File: src/rtl/trig_pkg.sv
`timescale 1ns/1ps
package trig_pkg;

  localparam int MT_W = 2;

  typedef struct packed {
    logic [MT_W-1:0] mtype;
    logic            sel;
    logic            timing;
    logic            action;
    logic            enable;
  } trig_ctl_t;

  // Resolve one pair: ha/hb are qualified hits, ta/tb the timing bits.
  // Result bit 0 belongs to the even trigger, bit 1 to the odd one.
  function automatic logic [1:0] pair_fire(input logic ha, input logic hb,
                                           input logic ta, input logic tb,
                                           input logic chained);
    logic joint;
    joint = ha && hb && (ta == tb);
    if (chained) return {joint, joint};
    return {hb, ha};
  endfunction

  // OR of the bits of v selected by mask.
  function automatic logic masked_any(input logic [31:0] v, input logic [31:0] mask);
    return |(v & mask);
  endfunction

endpackage

File: src/rtl/trig_cfg_bank.sv
`timescale 1ns/1ps
module trig_cfg_bank
  import trig_pkg::*;
#(
  parameter int NUM_PAIRS     = 5,
  parameter int CMP_W         = 64,
  parameter int NO_CHAIN_PAIR = 1,
  localparam int NUM_TRIG     = 2 * NUM_PAIRS,
  localparam int IDX_W        = $clog2(NUM_TRIG)
) (
  input  logic                               clk,
  input  logic                               rst_n,
  input  logic                               we,
  input  logic [IDX_W-1:0]                   idx,
  input  trig_ctl_t                          ctl_in,
  input  logic                               chain_in,
  input  logic [CMP_W-1:0]                   cmp_in,
  output trig_ctl_t [NUM_TRIG-1:0]           ctl_q,
  output logic [NUM_TRIG-1:0][CMP_W-1:0]     cmp_q,
  output logic [NUM_PAIRS-1:0]               chain_q
);

  for (genvar t = 0; t < NUM_TRIG; t++) begin : g_trig
    logic sel_t;
    assign sel_t = we && (idx == IDX_W'(t));
    always_ff @(posedge clk or negedge rst_n) begin
      if (!rst_n) begin
        ctl_q[t] <= '0;
        cmp_q[t] <= '0;
      end else if (sel_t) begin
        ctl_q[t] <= ctl_in;
        cmp_q[t] <= cmp_in;
      end
    end
  end

  for (genvar p = 0; p < NUM_PAIRS; p++) begin : g_chain
    if (p == NO_CHAIN_PAIR) begin : g_fixed
      assign chain_q[p] = 1'b0;
    end else begin : g_reg
      logic chain_r;
      always_ff @(posedge clk or negedge rst_n) begin
        if (!rst_n)                                chain_r <= 1'b0;
        else if (we && (idx == IDX_W'(2 * p)))     chain_r <= chain_in;
      end
      assign chain_q[p] = chain_r;
    end
  end

endmodule

File: src/rtl/trig_pair_eval.sv
`timescale 1ns/1ps
module trig_pair_eval
  import trig_pkg::*;
#(
  parameter int NUM_PAIRS = 5,
  localparam int NUM_TRIG = 2 * NUM_PAIRS
) (
  input  logic                 valid,
  input  logic [NUM_TRIG-1:0]  hit,
  input  logic [NUM_TRIG-1:0]  en_vec,
  input  logic [NUM_TRIG-1:0]  tim_vec,
  input  logic [NUM_PAIRS-1:0] chain_vec,
  output logic [NUM_TRIG-1:0]  fire
);

  logic [NUM_TRIG-1:0] qual_hit;
  assign qual_hit = hit & en_vec & {NUM_TRIG{valid}};

  for (genvar p = 0; p < NUM_PAIRS; p++) begin : g_pair
    logic [1:0] pf;
    assign pf = pair_fire(qual_hit[2*p], qual_hit[2*p+1],
                          tim_vec[2*p], tim_vec[2*p+1], chain_vec[p]);
    assign fire[2*p]   = pf[0];
    assign fire[2*p+1] = pf[1];
  end

endmodule

File: src/rtl/trig_trap_ctl.sv
`timescale 1ns/1ps
module trig_trap_ctl #(
  parameter int NUM_TRIG = 10
) (
  input  logic                clk,
  input  logic                rst_n,
  input  logic                valid,
  input  logic [NUM_TRIG-1:0] fire,
  input  logic [NUM_TRIG-1:0] tim_vec,
  output logic                trap_now,
  output logic                trap_next_req,
  output logic                next_pending
);

  assign trap_now      = |(fire & ~tim_vec);
  assign trap_next_req = |(fire & tim_vec);

  always_ff @(posedge clk or negedge rst_n) begin
    if (!rst_n)     next_pending <= 1'b0;
    else if (valid) next_pending <= trap_next_req;
  end

endmodule

File: src/rtl/trig_pair_resolver.sv
`timescale 1ns/1ps
module trig_pair_resolver
  import trig_pkg::*;
#(
  parameter int NUM_PAIRS                   = 5,
  parameter int CMP_W                       = 64,
  parameter int NO_CHAIN_PAIR               = 1,
  parameter logic [2*NUM_PAIRS-1:0] FETCH_MASK = 10'b01_0100_0011
) (
  input  logic                           clk,
  input  logic                           rst_n,
  input  logic                           cfg_we,
  input  logic [$clog2(2*NUM_PAIRS)-1:0] cfg_idx,
  input  logic [1:0]                     cfg_mtype,
  input  logic                           cfg_select,
  input  logic                           cfg_timing,
  input  logic                           cfg_action,
  input  logic                           cfg_chain,
  input  logic                           cfg_enable,
  input  logic [CMP_W-1:0]               cfg_cmp,
  input  logic                           insn_valid,
  input  logic [2*NUM_PAIRS-1:0]         hit_raw,
  output logic [2*NUM_PAIRS-1:0]         fire,
  output logic                           trap_now,
  output logic                           trap_next_req,
  output logic                           next_pending,
  output logic                           fetch_hit,
  output logic                           mem_hit,
  output logic                           any_hit,
  output logic [4*NUM_PAIRS-1:0]         mtype_q,
  output logic [2*NUM_PAIRS-1:0]         select_q,
  output logic [2*NUM_PAIRS-1:0]         action_q,
  output logic [2*NUM_PAIRS*CMP_W-1:0]   cmp_q
);

  localparam int NUM_TRIG = 2 * NUM_PAIRS;

  trig_ctl_t                      ctl_in;
  trig_ctl_t [NUM_TRIG-1:0]       ctl_q;
  logic [NUM_TRIG-1:0][CMP_W-1:0] cmp_arr;
  logic [NUM_PAIRS-1:0]           chain_vec;
  logic [NUM_TRIG-1:0]            en_vec;
  logic [NUM_TRIG-1:0]            tim_vec;
  logic [NUM_TRIG-1:0]            qual_hit;

  assign ctl_in = '{mtype: cfg_mtype, sel: cfg_select, timing: cfg_timing,
                    action: cfg_action, enable: cfg_enable};

  trig_cfg_bank #(
    .NUM_PAIRS(NUM_PAIRS), .CMP_W(CMP_W), .NO_CHAIN_PAIR(NO_CHAIN_PAIR)
  ) u_bank (
    .clk(clk), .rst_n(rst_n), .we(cfg_we), .idx(cfg_idx),
    .ctl_in(ctl_in), .chain_in(cfg_chain), .cmp_in(cfg_cmp),
    .ctl_q(ctl_q), .cmp_q(cmp_arr), .chain_q(chain_vec)
  );

  for (genvar t = 0; t < NUM_TRIG; t++) begin : g_out
    assign en_vec[t]            = ctl_q[t].enable;
    assign tim_vec[t]           = ctl_q[t].timing;
    assign select_q[t]          = ctl_q[t].sel;
    assign action_q[t]          = ctl_q[t].action;
    assign mtype_q[2*t +: 2]    = ctl_q[t].mtype;
    assign cmp_q[CMP_W*t +: CMP_W] = cmp_arr[t];
  end

  trig_pair_eval #(.NUM_PAIRS(NUM_PAIRS)) u_eval (
    .valid(insn_valid), .hit(hit_raw), .en_vec(en_vec), .tim_vec(tim_vec),
    .chain_vec(chain_vec), .fire(fire)
  );

  trig_trap_ctl #(.NUM_TRIG(NUM_TRIG)) u_trap (
    .clk(clk), .rst_n(rst_n), .valid(insn_valid), .fire(fire), .tim_vec(tim_vec),
    .trap_now(trap_now), .trap_next_req(trap_next_req), .next_pending(next_pending)
  );

  assign qual_hit  = hit_raw & en_vec & {NUM_TRIG{insn_valid}};
  assign fetch_hit = masked_any(32'(qual_hit), 32'(FETCH_MASK));
  assign mem_hit   = masked_any(32'(qual_hit), 32'(~FETCH_MASK));
  assign any_hit   = fetch_hit | mem_hit;

endmodule

File: config.mk
export PLATFORM = sky130hd
export DESIGN_NAME = trig_pair_resolver
export DESIGN_NICKNAME = d
export VERILOG_FILES = /design/src/rtl/trig_pkg.sv /design/src/rtl/trig_cfg_bank.sv /design/src/rtl/trig_pair_eval.sv /design/src/rtl/trig_trap_ctl.sv /design/src/rtl/trig_pair_resolver.sv
export SDC_FILE = /design/constraint.sdc
export NUM_CORES = 1
export LEC_CHECK = 0
export ABC_AREA = 1
export BUFFER_PORTS_ARGS = -buffer_cell sky130_fd_sc_hd__buf_2
export CAP_MARGIN = 5
export CORE_ASPECT_RATIO = 1.1
export CORE_MARGIN = 1
export CORE_UTILIZATION = 30
export DETAILED_ROUTE_END_ITERATION = 8
export PLACE_DENSITY = 0.6
export SLEW_MARGIN = 25
export SYNTH_ARGS = -nofsm -noshare
export SYNTH_HDL_FRONTEND = slang
export SYNTH_HIERARCHICAL = 1
export SYNTH_SLANG_ARGS = --single-unit
export TNS_END_PERCENT = 100
File: constraint.sdc
create_clock -name clk -period 1.4 [get_ports clk]
set_input_delay 0.28 -clock clk [delete_from_list [all_inputs] [get_ports clk]]
set_output_delay 0.28 -clock clk [all_outputs]
set_load 0.01 [all_outputs]
==> results of run 1 <==
## state kept, by name (all words and copies together), names as in the netlist
register and count:
u_trap/next_pending 1, u_bank/ctl_q 60, u_bank/g_chain.g_reg.chain_r 4, u_bank/cmp_q 640
## final cells by class
type	instances	share of cell area (%)
sequential	705	40.1
tap	1270	3.61
clock inverter	25	0.691
inverter	169	1.44
timing repair buffer	1309	25.9
clock buffer	121	5.54
multi-input combinational	2249	22.7
antenna	1	0.00568
## synth_stat cells, drive strengths merged
cell type     n
dfrtp       705
buf          89
o22ai         1
nand4       221
nand2      1751
conb          1
nand3       100
xnor2         2
clkbuf      203
o21bai      140
o211ai        1
nor2         32
inv         169
## what timing repair did
| item | 4_1_cts | 5_1_grt |
|---|---|---|
| hold buffers | 13 | 0 |
| resized for setup | 593 | 61 |
| setup buffers | 162 | 171 |
| cloned | 0 | 0 |
| endpoints found under the setup margin | 696 | 697 |
| pin swaps | 17 | 15 |
| endpoints found under the hold margin | 416 | 0 |
## kinds of logic (layout without fill, tap and decap cells)
group                  after synthesis  count (layout)  share of synthesized area [%]
AND/OR/NAND/NOR                   2104            2104                           29.5
flip-flops                         705             705                           60.4
AO/OA/AOI/OAI                      142             142                           3.64
buffers and inverters              461            1624                           6.38
other                                1               2                         0.0128
XOR/XNOR                             2               2                         0.0600
## power groups by stage
stage               registers, mW  logic (mW)  clock network, mW
floorplan                    29.3        4.82                  0
global placement             27.2        15.1                  0
detailed placement           27.3        15.3                  0
CTS                          27.5        19.4               22.4
global route                 28.0        22.7               23.2
finish                       27.6        21.1               21.9
## per-layer routing
layer	global-route usage, %	vias up
met5	0	-
met4	10.7	14
met3	5.64	298
met2	39.9	1323
met1	30.5	13700
li1	-	12800
## cell usage in the layout (no fill, tap or decap), types with 13 or more instances in the layout
master	instances
buf_12	76
buf_2	380
buf_4	426
buf_6	412
clkbuf_1	16
clkbuf_16	83
clkbuf_8	22
dfrtp_1	705
dlygate4sd3_1	13
inv_1	165
nand2_1	1728
nand2_2	17
nand3_1	85
nand4_1	221
nor2_4	13
o21bai_1	140
## metrics by stage
step / util [%] / hold WS [ps]
after floorplan: - / -15.6
after global placement: 37.5 / 185
after detailed placement: 37.5 / 185
after CTS: 44.1 / 0.603
after global routing: 45.8 / 20.1
final: 45.8 / 52.2
## path summary, 6_finish.rpt
check                                                   from                              end  slack [ps]  cells past startpoint
min in group asynchronous                              rst_n    u_bank/cmp_q[600]$_DFFE_PN0P_         180                      2
worst max-delay path            u_bank/ctl_q[44]$_DFFE_PN0P_                         trap_now        -760                      8
worst min register to register  u_bank/ctl_q[41]$_DFFE_PN0P_     u_bank/ctl_q[41]$_DFFE_PN0P_         470                      2
worst max register to register  u_bank/ctl_q[26]$_DFFE_PN0P_  u_trap/next_pending$_DFFE_PN0P_          80                     12
worst min-delay path                             cfg_cmp[12]    u_bank/cmp_q[332]$_DFFE_PN0P_          50                      3
max in group asynchronous                              rst_n    u_bank/cmp_q[137]$_DFFE_PN0P_         490                      4
## worst register-to-register path, delay by kind of cell (launching register included)
family | cells | cell delay (ps)
simple gates | 11 | 780
flops | 1 | 370
buf+inv | 1 | 70
==> impl_results.md, run 1 <==
* Status: complete, but fails checks
* Failing checks: setup timing
* Share of cells above drive strength 1 at 32.5%
* Top delay family on crit path: flip-flops
* Met1 wire length at slightly below 50000 µm
* Critical Path Sink Type: primary output
* First-pass GRT wire length at about 180000 µm
* Synthesized instance count at around 3400
* Distinct cells, synth at 20
* I/O pin cnt at just under 800
* CP Max Fanout at 3
* Post-route ant nets at 0
* Non-Filler Instances at 5849
* Largest stage delay, worst path at between 300 and 400 ps
* Average cell area after synthesis at approximately 8.6 µm²
* WP data required at ~1100 ps
* Placed Area at around 36000 µm²
* Starting Density at between 30 and 40%
* Max Slew Vio Count at 0
* Crit share post-route at 154%
* Max clock buf depth at 3
* Startpoint Class: flop
* DR vias/cell at ~4.8
* DP Cell Count at between 5000 and 6000
* # rows at 119
* Max Freq at about 460 MHz
* CTS Sinks at 705
* Slowest CP cell: dfrtp_1
* Die ar. at about 100000 µm²
* Number of max-cap violations at 0
* Sequential cell area at roughly 18000 µm²
* Yosys Warn Count at 6
* Min setup slack post-route at -758 ps
* Synthesized area at ~30000 µm²
* Vias in the first global route at around 27000
* Initial DRC Count at around 2400
* Sequential area share after synthesis at approximately 60%
* Met2 wire length at 60600 µm
* Port Buf Inserts at 784
* Dpl ws at -434 ps
* Synthesized Nets at 3504
* RSZ-0062 raised after global routing: true
* Period minus WS final at about 2200 ps
* Antenna violations before repair at 7
* Top-area cell type share of the netlist area at roughly three fifths
* DIE HEIGHT at approximately 330 µm
* Hold Violations, Final at 0
* Synthesis-stage register bit count at ~700
* DRC viols at 0
* CTS tree: done
* Combinational Power Share at ~30%
* HPWL Detailed at 82900 µm
* Critical Path AT at 1880 ps
* Final net count at approximately 4600
* Max Clock Skew at 15.7 ps
* Clk_lat worst skew at around 620 ps
* Power Density at roughly 1600 nW/µm²
* Clock share of power at between 30 and 40%
* Setup_tns at -21870 ps
* Top Metal Used: met5
* Sw power at about 22 mW
* Synth top area cells: dfrtp_1 (60%), nand2_1 (22%), nand4_1 (4.7%), o21bai_1 (3.6%), clkbuf_1 (2.6%)
* Internal power at about 48 mW
* Layout area overhead at 50.6%
* Largest net degree at the start of global routing at 85
* Synth area leader: dfrtp_1
* Crit path cell chain: xnor2_1, nand3_2, nand2_2, inv_1, o22ai_2, nor2_1, nand3_1, buf_2
* Reg clk slew, reported paths at about 60 ps
* RD Place Congestion at 0.875
* H-Tree Depth at 3
* Layout fillers at roughly 9200
* Sequential share of power at between 30% and 40%
* Rel. slew slack at roughly two thirds
* Power, Total at ~71 mW
* CTS Buf Count at about 80
* Drt pass-1 iters at 5
* WS Path Type: reg -> out
* Sw Ratio at a little under a third
* Vias post-DR at approximately 28000
* WL final at 126000 µm
* Grt ovf at 0
* Core box area at 96200 µm²
* Worst Max-Slew Pin Slew at roughly 510 ps
* Root Buffer: clkbuf_16
* WL per Instance at roughly 21 µm
* Worst vdd ir at ~0.001 V
* Crit path buf inv count at 2
* Multi-input logic area at 9990 µm²
* WL met3 at 10400 µm
* GR Util All Layers at 24.3%
* Design area at between 40000 and 50000 µm²
* Hold crit path type: in -> reg
* Leakage at between 20 and 25 nW
* Die width at about 300 µm
* Setup violators final at 674
No activity file was read; power rests on OpenSTA's default activity.
==> run 2: changes to the inputs <==
--- a/config.mk
+++ b/config.mk
@@ -8,11 +8,10 @@
 export ABC_AREA = 1
 export BUFFER_PORTS_ARGS = -buffer_cell sky130_fd_sc_hd__buf_2
 export CAP_MARGIN = 5
-export CORE_ASPECT_RATIO = 1.1
-export CORE_MARGIN = 1
-export CORE_UTILIZATION = 30
+export CORE_AREA = 2 2 308 310
 export DETAILED_ROUTE_END_ITERATION = 8
-export PLACE_DENSITY = 0.6
+export DIE_AREA = 0 0 310 312
+export PLACE_DENSITY = 0.62
 export SLEW_MARGIN = 25
 export SYNTH_ARGS = -nofsm -noshare
 export SYNTH_HDL_FRONTEND = slang
==> run 2 against run 1 <==
The run still ends with setup timing left. Worst hold slack improved by 17 ps. Count of clock-buffer cells in the layout decreased by 9. Largest cell class unchanged. Sequential share of layout area down 0.64 points. Global-route usage up 0.71 points. Utilization increased by 2.3 points. Sequential power about the same. Critical path depth up 1.
==> impl_results.md, run 2 (synthesis gave the netlist of run 1 again) <==
* Share of cells above drive strength 1 at 32.9% (+0.39 points)
* H-Tree Depth at 3 (unchanged)
* I/O pin cnt at 785 (unchanged)
* WL per Instance at 21.4 µm (-0.21%)
* Critical Path Sink Type: primary output
* Setup violators final at 697 (+3.4%)
* Hold Violations, Final at 0 (unchanged)
* Failing checks: setup timing
* Root Buffer: clkbuf_16
* WS Path Type: reg -> out
* WL final at 127000 µm (+0.98%)
* Critical Path AT at 2070 ps (+190 ps)
* CP Max Fanout at 4 (+1)
* Drt pass-1 iters at 6 (+1)
* Sequential cell area at 17600 µm² (about the same)
* Max clock buf depth at 3 (unchanged)
* Top Registers: u_bank/cmp_q (640), u_bank/ctl_q (60), u_bank/g_chain.g_reg.chain_r (4)
* Status: complete, but fails checks
* CTS Sinks at 705 (unchanged)
* WP data required at 1120 ps (about the same)
* DIE HEIGHT at 312 µm (-5.3%)
* Period minus WS final at 2350 ps (+194 ps)
* Final net count at 4697 (+2.0%)
* Min setup slack post-route at -952 ps (-194 ps)
* RD Place Congestion at 0.896 (+2.4%)
* Post-route ant nets at 0 (unchanged)
* Core box area at 93000 µm² (-3.3%)
* Die width at 310 µm (+3.5%)
* Max Clock Skew at 7.44 ps (-8.25 ps)
* Worst vdd ir at 0.00106 V (+7.7%)
* CTS tree: done
* Layout area overhead at 53.1%
* Port Buf Inserts at 784 (unchanged)
* Starting Density at 31.4% (+1.0 points)
* Power Density at 1570 nW/µm² (-2.2%)
* Reg clk slew, reported paths at 60 ps (about the same)
* Hold crit path type: in -> reg
* First-pass GRT wire length at 182000 µm (+1.3%)
* Startpoint Class: flop
* Leakage at 24.4 nW (+1.4%)
* DRC viols at 0 (unchanged)
* Clk_lat worst skew at 640 ps (+20 ps)
* Vias in the first global route at 27600 (+2.9%)
* Top delay family on crit path: simple AND/OR/NAND/NOR gates
* Max Freq at 425 MHz (-8.3%)
* Most frequent cells in the layout: nand2_1 (1722), dfrtp_1 (703), buf_4 (468), buf_6 (433), buf_2 (365)
* Slowest CP cell: dfrtp_1
* HPWL Detailed at 81800 µm (-1.4%)
* Commonest non-fill, non-tap cell in the layout: nand2_1
* # rows at 112 (-5.9%)
* Layout fillers at 8568 (-7.1%)
* DR vias/cell at 4.87 (+1.3%)
* Grt ovf at 0 (unchanged)
* Max Slew Vio Count at 0 (unchanged)
* Largest register FFs at 640 (unchanged)
* Die ar. at 96700 µm² (-2.0%)
* Post-Route Utilization at 48.1% (+2.3 points)
* Crit path cell chain: nor2_1, nor2_2, nand2_2, nand2_2, nand2_1, o211ai_1, nor2_1, nand3_2, buf_6
* Initial DRC Count at 2771 (+14%)
* RSZ-0062 raised after global routing: true
* Final hold slack at 69.1 ps (+16.9 ps)
* Largest net degree at the start of global routing at 84 (-1.2%)
* Crit share post-route at 168% (+14 points)
* Antenna violations before repair at 4 (-3)
* Biggest register: u_bank/cmp_q
* Power, Total at 70.2 mW (-0.58%)
* GR Util All Layers at 25.0% (+0.71 points)
* Vias post-DR at 28800 (+2.5%)
* CTS Buf Count at 78 (-3.7%)
* Multi-input logic area at 10000 µm² (+0.56%)
* Crit path buf inv count at 1 (-1)
* Largest stage delay, worst path at 410 ps (+30 ps)
* Number of max-cap violations at 0 (unchanged)
[run 2: cell types whose count changed in the layout (fill, tap and decap cells not counted), moves of 6 or more]
| cell | previous run | this run |
|---|---|---|
| dlygate4sd3_1 | 13 | 66 |
| clkbuf_8 | 22 | 15 |
| buf_6 | 412 | 433 |
| buf_4 | 426 | 468 |
| nand2_1 | 1728 | 1722 |
| buf_2 | 380 | 365 |
[run 2: power breakdown]
group / total, mW / switching, mW / internal (mW)
registers: 27.7 / 3.04 / 24.7
clock network: 20.7 / 8.73 / 12.0
logic: 21.8 / 10.4 / 11.4
[run 2: path summary, 6_finish.rpt]
kind / from / endpoint / slack [ps] / cells past startpoint
min in group asynchronous: rst_n / u_bank/cmp_q[402]$_DFFE_PN0P_ / 90 / 2
max: u_bank/ctl_q[32]$_DFFE_PN0P_ / trap_now / -950 / 9
max in group asynchronous: rst_n / u_bank/cmp_q[420]$_DFFE_PN0P_ / 480 / 4
min: cfg_cmp[22] / u_bank/cmp_q[86]$_DFFE_PN0P_ / 70 / 3
min reg2reg: u_bank/cmp_q[442]$_DFFE_PN0P_ / u_bank/cmp_q[442]$_DFFE_PN0P_ / 460 / 2
max reg2reg: u_bank/ctl_q[32]$_DFFE_PN0P_ / u_trap/next_pending$_DFFE_PN0P_ / -30 / 11
[run 2: routing by layer]
metal | vias up | wire length, µm | global-route usage [%]
met5 | - | 17 | 0
met4 | 4 | 8030 | 14.3
met3 | 378 | 11400 | 6.27
met2 | 1474 | 58700 | 39.8
met1 | 14000 | 48700 | 30.8
li1 | 13000 | - | -
[run 2: stage by stage]
step / cells / area (µm²) / setup TNS [ps] / worst slack (ps)
after floorplan: 3415 / 29200 / -15.9 / -15.9
after global placement: 5352 / 36000 / -56040 / -481
after detailed placement: 5352 / 36000 / -62950 / -432
after CTS: 5735 / 42800 / -80700 / -916
after global routing: 5919 / 44700 / -73100 / -1030
final: 5919 / 44700 / -39350 / -952
[run 2: worst min-delay path, stage by stage]
cell and delay [ps]:
buf_2 220, nand2_1 110, nand2_1 50
[run 2: timing repair]
action                                 in CTS  in global routing
setup endpoints to repair                 696                697
endpoints found under the hold margin     902                  0
buffers inserted                          181                184
resized for setup                         590                105
pin swaps                                  17                 20
hold buffers                               66                  0
[run 2: area by class of cell]
cell class	count	share of cell area [%]
clock inverters	24	0.559
multi-input cells	2249	22.4
clock buffers	112	5.06
well taps	1254	3.51
diodes	1	0.00559
repair buffers	1405	27.6
inverters	169	1.42
flip-flops and latches	705	39.4
==> run 3: changes to the inputs <==
--- a/config.mk
+++ b/config.mk
@@ -6,6 +6,7 @@
 export NUM_CORES = 1
 export LEC_CHECK = 0
 export ABC_AREA = 1
+export ABC_CLOCK_PERIOD_IN_PS = 2990
 export BUFFER_PORTS_ARGS = -buffer_cell sky130_fd_sc_hd__buf_2
 export CAP_MARGIN = 5
 export CORE_AREA = 2 2 308 310
==> constraint.sdc (replaced) <==
create_clock -name clk -period 2.99 [get_ports clk]
set_input_delay 0.598 -clock clk [delete_from_list [all_inputs] [get_ports clk]]
set_output_delay 0.598 -clock clk [all_outputs]
set_load 0.01 [all_outputs]
==> run 3 against run 2 <==
The flow now finishes without violations. Critical path type unchanged. Global-route usage decreased by 1.5 points. Critical endpoint unchanged. Clock skew fell by 1.3 ps. Count of clock-buffer cells in the layout increased by 2. Die area stayed put. Utilization fell by 8.2 points. Total power down 58%. Sequential share of layout area increased by 8.2 points. Final cell count decreased by 9.3%. Register-to-register slack improved by 1700 ps. Final area fell by 17%.
==> impl_results.md, run 3 (synthesis gave the netlist of run 1 again) <==
* Status: completed
* Power, Total at 29.2 mW (-58%)
* Grt ovf at 0 (unchanged)
* Setup_tns at 0 ps (+39350 ps)
* Die ar. at 96700 µm² (unchanged)
* Hold buffers post-CTS at 1 (-98%)
* Max Clock Skew at 6.19 ps (-1.25 ps)
* Top Registers: u_bank/cmp_q (640), u_bank/ctl_q (60), u_bank/g_chain.g_reg.chain_r (4)
* Starting Density at 31.4% (unchanged)
* Hold crit path type: in -> reg
* Vias in the first global route at 24800 (-10%)
* RD Place Congestion at 0.854 (-4.7%)
* Root Buffer: clkbuf_16
* RSZ-0062 raised after global routing: false
* HPWL Detailed at 77000 µm (-5.9%)
* Initial DRC Count at 2430 (-12%)
* Biggest register: u_bank/cmp_q
* Cts repair resizes at 0 (-100%)
* Startpoint Class: flop
* Period minus WS final at about 2600 ps
* I/O pin cnt at 785 (unchanged)
* Critical Path Sink Type: primary output
* Slowest CP cell: dfrtp_1
* Critical Path AT at 2050 ps (-20 ps)
* CTS Sinks at 705 (unchanged)
* Commonest non-fill, non-tap cell in the layout: nand2_1
* Setup Buffers After CTS at 0 (-100%)
* Leakage at 20.8 nW (-15%)
* Reg clk slew, reported paths at 60 ps (about the same)
* Power Density at 787 nW/µm² (-50%)
* Core box area at 93000 µm² (unchanged)
* Post-Route Utilization at 39.8% (-8.2 points)
* CTS Buf Count at 79 (+1.3%)
* DIE HEIGHT at 312 µm (unchanged)
* First-pass GRT wire length at 170000 µm (-6.3%)
* Crit path cell chain: inv_1, nand2_1, nand2_1, nor2_1, nand2_1, nand2_1, inv_1, o211ai_1, nor2_1, nand3_1, buf_2
* Max Freq at 378 MHz
* Worst vdd ir at 0.000406 V (-62%)
* Min setup slack post-route at 342 ps (+1290 ps)
* Most frequent CP cell: nand2_1
* WL per Instance at 21.8 µm (+1.6%)
* Clk_lat worst skew at 630 ps (about the same)
* Vias post-DR at 26100 (-9.7%)
* Post-route ant nets at 0 (unchanged)
* # rows at 112 (unchanged)
* Largest net degree at the start of global routing at 125 (+49%)
* Crit share post-route at 88.6%
* Port Buf Inserts at 784 (unchanged)
* WP data required at 2390 ps (+1270 ps)
* WS Path Type: reg -> out
* Layout area overhead at 26.8%
* Final hold slack at 279 ps (+210 ps)
* Setup violators final at 0 (-100%)
* WL final at 117000 µm (-7.8%)
* DRC viols at 0 (unchanged)
* GR Util All Layers at 23.5% (-1.5 points)
* Max clock buf depth at 3 (unchanged)
* Max Slew Vio Count at 0 (unchanged)
* Final net count at 4149 (-12%)
* Largest stage delay, worst path at 430 ps (+20 ps)
* DR vias/cell at 4.85 (-0.44%)
* Dpl ws at 522 ps (+954 ps)
* Worst Max-Slew Pin Slew at ~800 ps
* Rel. slew slack at a little under half
* Die width at 310 µm (unchanged)
* Antenna violations before repair at 4 (unchanged)
* Drt pass-1 iters at 5 (-1)
* CTS tree: done
* CP Max Fanout at 4 (unchanged)
* H-Tree Depth at 3 (unchanged)
* Number of max-cap violations at 0 (unchanged)
* Most frequent cells in the layout: nand2_1 (1745), buf_2 (782), dfrtp_1 (705), nand4_1 (221), inv_1 (167)
* Largest register FFs at 640 (unchanged)
* Share of cells above drive strength 1 at 24.5% (-8.4 points)
* Hold Violations, Final at 0 (unchanged)
-- run 3: per-layer routing --
metal  GRT usage (%)  wire, µm  up-vias
li1                -         -    11900
met1            30.0     46800    12700
met2            38.3     55500     1164
met3            5.51      9790      231
met4            9.88      4780        4
met5               0        23        -
-- run 3: path summary, 6_finish.rpt --
kind                                                          endpoint  slack (ps)                          start  cells after the start
max                                                           trap_now         340   u_bank/ctl_q[50]$_DFFE_PN0P_                     11
max reg2reg                            u_trap/next_pending$_DFFE_PN0P_        1630   u_bank/ctl_q[50]$_DFFE_PN0P_                     12
min                        u_bank/g_chain[3].g_reg.chain_r$_DFFE_PN0P_         280                      cfg_chain                      3
min reg2reg                              u_bank/cmp_q[251]$_DFFE_PN0P_         460  u_bank/cmp_q[251]$_DFFE_PN0P_                      2
min in group asynchronous                u_bank/cmp_q[467]$_DFFE_PN0P_         520                          rst_n                      2
max in group asynchronous                u_bank/cmp_q[307]$_DFFE_PN0P_        1520                          rst_n                      4
-- run 3: area by class of cell --
type	instances	area, µm²
antenna	1	2.50
timing repair buffer	856	4800
clock inverter	22	213
tap	1254	1570
fill	9448	56000
sequential	705	17600
inverter	169	634
multi-input combinational	2249	9890
clock buffer	114	2310
-- run 3: per-stage QoR --
stage          instance area [µm²]  instances
2_1_floorplan                29200       3415
3_3_place_gp                 34500       5232
3_5_place_dp                 34500       5232
4_1_cts                      37100       5369
5_1_grt                      37100       5369
6_report                     37100       5370
-- run 3: critical path, delay by kind of cell (launching register included) --
kind | cells | cell delay [ps]
AOI/OAI and AO/OA | 1 | 140
buffers and inverters | 3 | 260
DFF | 1 | 430
and+or+nand+nor | 7 | 590
-- run 3: where the power goes --
group | internal, mW | total (mW) | leakage [nW] | switching (mW)
registers | 11.6 | 12.7 | 8.85 | 1.13
logic | 2.49 | 6.80 | 10.7 | 4.31
clock network | 5.62 | 9.70 | 1.25 | 4.08
